===== config.mk =====
export PLATFORM = sky130hd
export DESIGN_NAME = pid_velocity_ctrl
export DESIGN_NICKNAME = d
export VERILOG_FILES = /design/src/rtl/pidv_pkg.sv /design/src/rtl/pidv_prefix_add.sv /design/src/rtl/pidv_pipe_mul.sv /design/src/rtl/pid_velocity_ctrl.sv
export SDC_FILE = /design/constraint.sdc
export NUM_CORES = 2
export LEC_CHECK = 0
export CAP_MARGIN = 10
export CORE_MARGIN = 4
export CORE_UTILIZATION = 50
export CTS_CLUSTER_DIAMETER = 200
export DETAILED_ROUTE_END_ITERATION = 7
export HOLD_SLACK_MARGIN = 0.06
export PLACE_DENSITY = 0.66
export SETUP_SLACK_MARGIN = 0.05
export SLEW_MARGIN = 40
export SYNTH_ARGS = -nofsm -noshare
export SYNTH_HDL_FRONTEND = slang
export SYNTH_SLANG_ARGS = --single-unit

===== constraint.sdc =====
create_clock -name clk -period 9.2 [get_ports clk]
set_input_delay 1.38 -clock clk [delete_from_list [all_inputs] [get_ports clk]]
set_output_delay 1.38 -clock clk [all_outputs]
set_load 0.005 [all_outputs]

===== src/rtl/pidv_pkg.sv =====
package pidv_pkg;

    // Clamp a signed value into the range of a signed field of 'bits' bits.
    function automatic longint clamp_s(input longint v, input int bits);
        longint hi;
        longint lo;
        hi = (longint'(1) <<< (bits - 1)) - 1;
        lo = -(longint'(1) <<< (bits - 1));
        if (v > hi) return hi;
        if (v < lo) return lo;
        return v;
    endfunction

endpackage


===== src/rtl/pidv_prefix_add.sv =====
module pidv_prefix_add #(
    parameter int W = 20
) (
    input  logic [W-1:0] a_in,
    input  logic [W-1:0] b_in,
    output logic [W-1:0] sum_out
);
    localparam int L = $clog2(W);

    // Group generate / propagate per level; level 0 is per bit.
    logic [W-1:0] g [0:L];
    logic [W-1:0] p [0:L-1];

    assign g[0] = a_in & b_in;
    assign p[0] = a_in ^ b_in;

    for (genvar lv = 0; lv < L; lv++) begin : g_lvl
        localparam int SPAN = 1 << lv;
        for (genvar i = 0; i < W; i++) begin : g_bit
            if (i >= SPAN) begin : g_op
                // carry operator: (g,p) o (g',p') = (g | p&g', p&p')
                assign g[lv+1][i] = g[lv][i] | (p[lv][i] & g[lv][i-SPAN]);
                if (lv + 1 < L) begin : g_pp
                    assign p[lv+1][i] = p[lv][i] & p[lv][i-SPAN];
                end
            end else begin : g_pass
                assign g[lv+1][i] = g[lv][i];
                if (lv + 1 < L) begin : g_pp
                    assign p[lv+1][i] = p[lv][i];
                end
            end
        end
    end

    assign sum_out = p[0] ^ {g[L][W-2:0], 1'b0};

    logic             unused_carry;
    logic [W-1:0]     unused_ptop;
    assign unused_carry = g[L][W-1];
    assign unused_ptop  = p[L-1];

endmodule


===== src/rtl/pidv_pipe_mul.sv =====
module pidv_pipe_mul #(
    parameter int AW     = 20,
    parameter int BW     = 20,
    parameter int STAGES = 8
) (
    input  logic                 clk,
    input  logic [AW-1:0]        a_in,
    input  logic [BW-1:0]        b_in,
    output logic [AW+BW-1:0]     p_out
);
    localparam int PW = AW + BW;
    localparam int H  = BW / 2;
    localparam int LW = AW + H + 1;
    localparam int HW = AW + BW - H;
    localparam int D  = STAGES - 3;

    typedef struct packed {
        logic [AW-1:0] a;
        logic [BW-1:0] b;
        logic [LW-1:0] lo;
        logic [HW-1:0] hi;
        logic [PW-1:0] prod;
    } mst_t;

    mst_t          cur_q;
    mst_t          nxt_d;
    logic [PW-1:0] comb_w;

    // Stage 3: recombine the two partial products.
    pidv_prefix_add #(.W(PW)) u_comb (
        .a_in   ({cur_q.hi, {H{1'b0}}}),
        .b_in   (PW'($signed(cur_q.lo))),
        .sum_out(comb_w)
    );

    always_comb begin
        nxt_d      = cur_q;
        // Stage 1: operand capture
        nxt_d.a    = a_in;
        nxt_d.b    = b_in;
        // Stage 2: unsigned low half and signed high half of b
        nxt_d.lo   = LW'($signed(cur_q.a)) * LW'($signed({1'b0, cur_q.b[H-1:0]}));
        nxt_d.hi   = HW'($signed(cur_q.a)) * HW'($signed(cur_q.b[BW-1:H]));
        nxt_d.prod = comb_w;
    end

    always_ff @(posedge clk) begin
        cur_q <= nxt_d;
    end

    if (D > 0) begin : g_dly
        logic [PW-1:0] dly_q [0:D-1];
        always_ff @(posedge clk) begin
            dly_q[0] <= cur_q.prod;
            for (int j = 1; j < D; j++) begin
                dly_q[j] <= dly_q[j-1];
            end
        end
        assign p_out = dly_q[D-1];
    end else begin : g_nodly
        assign p_out = cur_q.prod;
    end

endmodule


===== src/rtl/pid_velocity_ctrl.sv =====
module pid_velocity_ctrl #(
    parameter int DW         = 20,
    parameter int CW         = 20,
    parameter int FRAC       = 12,
    parameter int MUL_STAGES = 8
) (
    input  logic          clk,
    input  logic          rst,
    input  logic          in_valid,
    input  logic [DW-1:0] err_in,
    input  logic [CW-1:0] k_cur,
    input  logic [CW-1:0] k_prev1,
    input  logic [CW-1:0] k_prev2,
    output logic          out_valid,
    output logic [DW-1:0] u_out
);
    import pidv_pkg::*;

    localparam int     PW     = DW + CW;
    localparam int     SW     = DW + 2;
    localparam int     AW     = DW + 3;
    localparam int     NTAP   = 3;
    localparam longint HALF   = longint'(1) <<< (FRAC - 1);
    localparam logic signed [DW-1:0] U_MAX = DW'((1 <<< (DW - 1)) - 1);
    localparam logic signed [DW-1:0] U_MIN = DW'(-(1 <<< (DW - 1)));
    localparam logic signed [AW-1:0] A_MAX = AW'((1 <<< (DW - 1)) - 1);
    localparam logic signed [AW-1:0] A_MIN = AW'(-(1 <<< (DW - 1)));

    typedef struct packed {
        logic signed [DW-1:0]   e1;
        logic signed [DW-1:0]   e2;
        logic signed [DW-1:0]   u;
        logic signed [SW-1:0]   inc;
        logic [MUL_STAGES-1:0]  vp;
        logic                   inc_v;
        logic                   out_v;
    } cst_t;

    cst_t cur_q;
    cst_t nxt_d;

    logic [DW-1:0]        tap_e [NTAP];
    logic [CW-1:0]        tap_k [NTAP];
    logic [PW-1:0]        prod  [NTAP];
    logic signed [DW-1:0] rnd   [NTAP];
    logic [SW-1:0]        s01_w;
    logic [SW-1:0]        inc_w;
    logic [AW-1:0]        acc_w;

    assign tap_e[0] = err_in;
    assign tap_e[1] = cur_q.e1;
    assign tap_e[2] = cur_q.e2;
    assign tap_k[0] = k_cur;
    assign tap_k[1] = k_prev1;
    assign tap_k[2] = k_prev2;

    for (genvar t = 0; t < NTAP; t++) begin : g_tap
        pidv_pipe_mul #(.AW(DW), .BW(CW), .STAGES(MUL_STAGES)) u_mul (
            .clk  (clk),
            .a_in (tap_e[t]),
            .b_in (tap_k[t]),
            .p_out(prod[t])
        );
    end

    // Round each product to the data grid and clamp it.
    always_comb begin
        for (int t = 0; t < NTAP; t++) begin
            rnd[t] = DW'(clamp_s((longint'($signed(prod[t])) + HALF) >>> FRAC, DW));
        end
    end

    pidv_prefix_add #(.W(SW)) u_sum01 (
        .a_in   (SW'(rnd[0])),
        .b_in   (SW'(rnd[1])),
        .sum_out(s01_w)
    );

    pidv_prefix_add #(.W(SW)) u_sum2 (
        .a_in   (s01_w),
        .b_in   (SW'(rnd[2])),
        .sum_out(inc_w)
    );

    pidv_prefix_add #(.W(AW)) u_acc (
        .a_in   (AW'($signed(cur_q.u))),
        .b_in   (AW'($signed(cur_q.inc))),
        .sum_out(acc_w)
    );

    always_comb begin
        nxt_d    = cur_q;
        nxt_d.vp = {cur_q.vp[MUL_STAGES-2:0], in_valid};
        if (in_valid) begin
            nxt_d.e1 = err_in;
            nxt_d.e2 = cur_q.e1;
        end
        nxt_d.inc_v = cur_q.vp[MUL_STAGES-1];
        nxt_d.inc   = inc_w;
        nxt_d.out_v = cur_q.inc_v;
        if (cur_q.inc_v) begin
            nxt_d.u = DW'(clamp_s(longint'($signed(acc_w)), DW));
        end
        if (rst) begin
            nxt_d = '0;
        end
    end

    always_ff @(posedge clk) begin
        cur_q <= nxt_d;
    end

    assign out_valid = cur_q.out_v;
    assign u_out     = cur_q.u;

    // history follows accepted samples only
    p_hist_shift_r4: assert property (@(posedge clk) disable iff (rst)
        in_valid |=> (cur_q.e1 == $past(err_in)) && (cur_q.e2 == $past(cur_q.e1)));

    p_hist_idle_r4: assert property (@(posedge clk) disable iff (rst)
        !in_valid |=> $stable(cur_q.e1) && $stable(cur_q.e2));

    // accumulator clamps at both rails
    p_sat_hi_r6: assert property (@(posedge clk) disable iff (rst)
        (cur_q.inc_v && ($signed(acc_w) > A_MAX)) |=> ($signed(u_out) == U_MAX));

    p_sat_lo_r6: assert property (@(posedge clk) disable iff (rst)
        (cur_q.inc_v && ($signed(acc_w) < A_MIN)) |=> ($signed(u_out) == U_MIN));

    // output only moves on an update
    p_hold_r8: assert property (@(posedge clk) disable iff (rst)
        !cur_q.inc_v |=> $stable(u_out));

    // reset empties state
    p_reset_r7: assert property (@(posedge clk)
        rst |=> (!out_valid && (u_out == '0) && (cur_q.e1 == '0) && (cur_q.e2 == '0)));

endmodule


==> metrics.md <==
| Metric | Value |
|---|---|
| CP Capture Type | flop |
| Final Hold Viols | 0 |
| Unique masters post-synth | 94 |
| First-pass GRT wire length | ~250000 um |
| TritonCTS clock tree | yes |
| Root Driver | clkbuf_16 |
| GR Overflow Total | 0 |
| Final-stage net count | between 8000 and 9000 |
| Max-cap viol count | 0 |
| Post-CTS Setup Inserts | 0 |
| RR Startpoint | g_tap[1].u_mul.g_dly.dly_q[4][12]$_DFF_P_ |
| Area contributors post-synth | fa_1 (30%), dfxtp_1 (26%), ha_1 (10%), inv_1 (5.6%), and2_1 (5.5%) |
| CP endpoint | cur_q[31]$_SDFF_PP0_ |
| Share of layout cells above drive strength 1 | 0.0455 |
| Vias in the first global route | ~47000 |
| Area grow syn2layout | 8.32% |
| Count leader, synth | fa_1 |
| Final Util | 0.544 |
| Crit path from | g_tap[1].u_mul.g_dly.dly_q[4][12]$_DFF_P_ |
| WL final | 153000 um |
| Hold-fix buffers, CTS | 0 |
| Final Skew | about 64 ps |
| Max-Slew Margin vs Limit | 0.387 |
| Starting Density | 0.502 |
| Wire per inst | between 15 and 20 um |
| Most frequent CP cell | a21oi_1 |
| Critical path's slowest cell | o41ai_1 |
| Mean Syn Cell Area | 9.97 um2 |
| Critical Path Max Stage Delay | 520 ps |
| Register bit total from synthesis | just under 900 |
| Static Leak | roughly 34 nW |
| Post-Syn Area | 69000 um2 |
| Pwr dens | 324 nW/um2 |
| Core footprint | about 140000 um2 |
| Crit path kind | reg -> reg |
| Commonest cells in the netlist | fa_1 (1047), inv_1 (1022), dfxtp_1 (887), nand2_1 (685), and2_1 (602) |
| Clock Tree Buf Depth | 3 |
| RR Endpoint | cur_q[31]$_SDFF_PP0_ |
| Final Max Slew Viols | 0 |
| Initial DRT Pass Iterations | 7 |
| Peak VDD IR | between 300 and 400 uV |
| Total CTS buffers | 95 |
| Setup tns final | 0 ps |
| CP delay by family, top | compound AO/OA/AOI/OAI gates |
| Worst skew pair latency | roughly 750 ps |
| CTS Sinks | between 800 and 900 |
| Setup slack on the worst flop-to-flop path | 1530 ps |
| Top cell type's share of synthesized area | 0.304 |
| Crit path buffers/inverters | 0 |
| Worst slew pin tran | about 920 ps |
| Reg2reg path depth | 32 |
| Min cycle time layout | between 7000 and 8000 ps |
| Vias per cell | 5.21 |
| Worst Path Max Fanout | 7 |
| Die width | about 380 um |
| DPL Wire Length | 119000 um |
| Global Route Usage Sum | 0.218 |
| Cells after Synth | 6918 |
| Final ANT Viol Nets | 0 |
| Largest net degree at the start of global routing | 77 |
| Clk slew on worst S/H paths | 60 ps |
| Outcome | finished clean |
| Buffers on Ports | about 100 |
| Die H | approximately 380 um |
| CP required | approximately 9800 ps |
| Crit path depth | 32 |
| Startpoint types | flop |
| Leading area contributor after synthesis | fa_1 |
| Critical path data arrival time | a little over 8000 ps |
| Die Area | about 140000 um2 |
| Post-synth top flop | dfxtp_1 |
| Final worst-path cycle share | 0.833 |
| Placement row count | 136 |
| Sequential share of the synthesized area | 0.257 |
| Max Fclk | roughly 130 MHz |
| Initial antenna violation count | 6 |
| Initial DRC count | 2247 |
| Syn nets | between 8000 and 9000 |
| Synth warn | 0 |
| H-tree depth | 3 |
| Unrepaired setup endpoints after global routing | false |
| Post-synth EDFFs | 0 |
| Post-CTS Resized | 0 |
| Routed vias | ~46000 |
| HP Class | reg -> reg |
| Ys async rst share | 0 |
| Final setup fails | 0 |
| Routability cong. | between 0.8 and 0.9 |
| IO Count | 104 |
| Drt drc | 0 |
power by group:
group          switching [mW]  internal [mW]  total (mW)
Sequential              0.755           5.61        6.37
Combinational            8.08           5.91        14.0
Clock                    1.65           2.22        3.88
sequential cells by signal, indices dropped and copies added, names as in the netlist:
signal	flops
g_tap.u_mul.g_dly.dly_q	435
g_tap.u_mul.cur_q	360
cur_q	71
u_out	20
out_valid	1
kinds of logic after synthesis:
family                     share of synthesized area
AOI/OAI and AO/OA                             0.0728
adders and majority gates                      0.405
muxes                                        0.00691
xor gates and xnor gates                      0.0427
buffers and inverters                         0.0728
DFF                                            0.257
and+or+nand+nor                                0.143
worst min-delay path by stage:
stage | startpoint | end | slack (ps) | depth (start not counted)
global route | g_tap[0].u_mul.g_dly.dly_q[0][11]$_DFF_P_ | g_tap[0].u_mul.g_dly.dly_q[1][11]$_DFF_P_ | 300 | 0
floorplan | g_tap[0].u_mul.cur_q[11]$_DFF_P_ | g_tap[0].u_mul.g_dly.dly_q[0][11]$_DFF_P_ | 310 | 0
CTS | g_tap[0].u_mul.g_dly.dly_q[0][11]$_DFF_P_ | g_tap[0].u_mul.g_dly.dly_q[1][11]$_DFF_P_ | 280 | 0
detailed placement | g_tap[0].u_mul.cur_q[16]$_DFF_P_ | g_tap[0].u_mul.g_dly.dly_q[0][16]$_DFF_P_ | 310 | 0
global placement | g_tap[1].u_mul.g_dly.dly_q[1][38]$_DFF_P_ | g_tap[1].u_mul.g_dly.dly_q[2][38]$_DFF_P_ | 310 | 0
finish | g_tap[0].u_mul.g_dly.dly_q[0][11]$_DFF_P_ | g_tap[0].u_mul.g_dly.dly_q[1][11]$_DFF_P_ | 290 | 0
routing by layer:
layer	track usage	vias up	routed length (um)
li1	-	21500	-
met1	0.300	22600	69000
met2	0.347	1255	69200
met3	0.0442	218	11200
met4	0.0678	2	4060
met5	0	-	7
cells in the final DEF (no fill, tap or decap), drive strengths merged, types with 11 or more instances in the layout:
cell type and instances:
a211oi 22, a21o 90, a21oi 240, a31o 11, a31oi 20, and2 602, and3 38, buf 43
clkbuf 125, clkdlybuf4s50 101, clkinv 22, dfxtp 887, fa 1047, ha 556, inv 1037, mux2i 42
nand2 685, nand2b 79, nand3 78, nand4 32, nor2 253, nor2b 42, nor3 87, o211ai 11
o21a 56, o21ai 168, o21bai 39, o31ai 12, xnor2 235, xor2 101
final cells by class:
type,count,area [um2]
Fill cell,12100,62600
Multi-Input combinational cell,4720,46200
Tap cell,1794,2240
Timing Repair Buffer,144,1340
Inverter,1022,3840
Clock buffer,125,2620
Clock inverter,53,623
Antenna cell,1,2.50
Sequential cell,887,17800
per-stage QoR:
step	std cells	power (mW)	setup slack, ps	area [um2]	hold WS, ps
final	8746	24.2	1530	74700	285
after detailed placement	8567	20.3	1660	71400	312
after global routing	8745	26.5	849	74700	296
after CTS	8745	24.4	1600	74700	285
after global placement	8567	20.1	1550	71400	310
after floorplan	6918	16.7	2500	69000	310
Note: power is estimated with default switching activity, not from simulation.
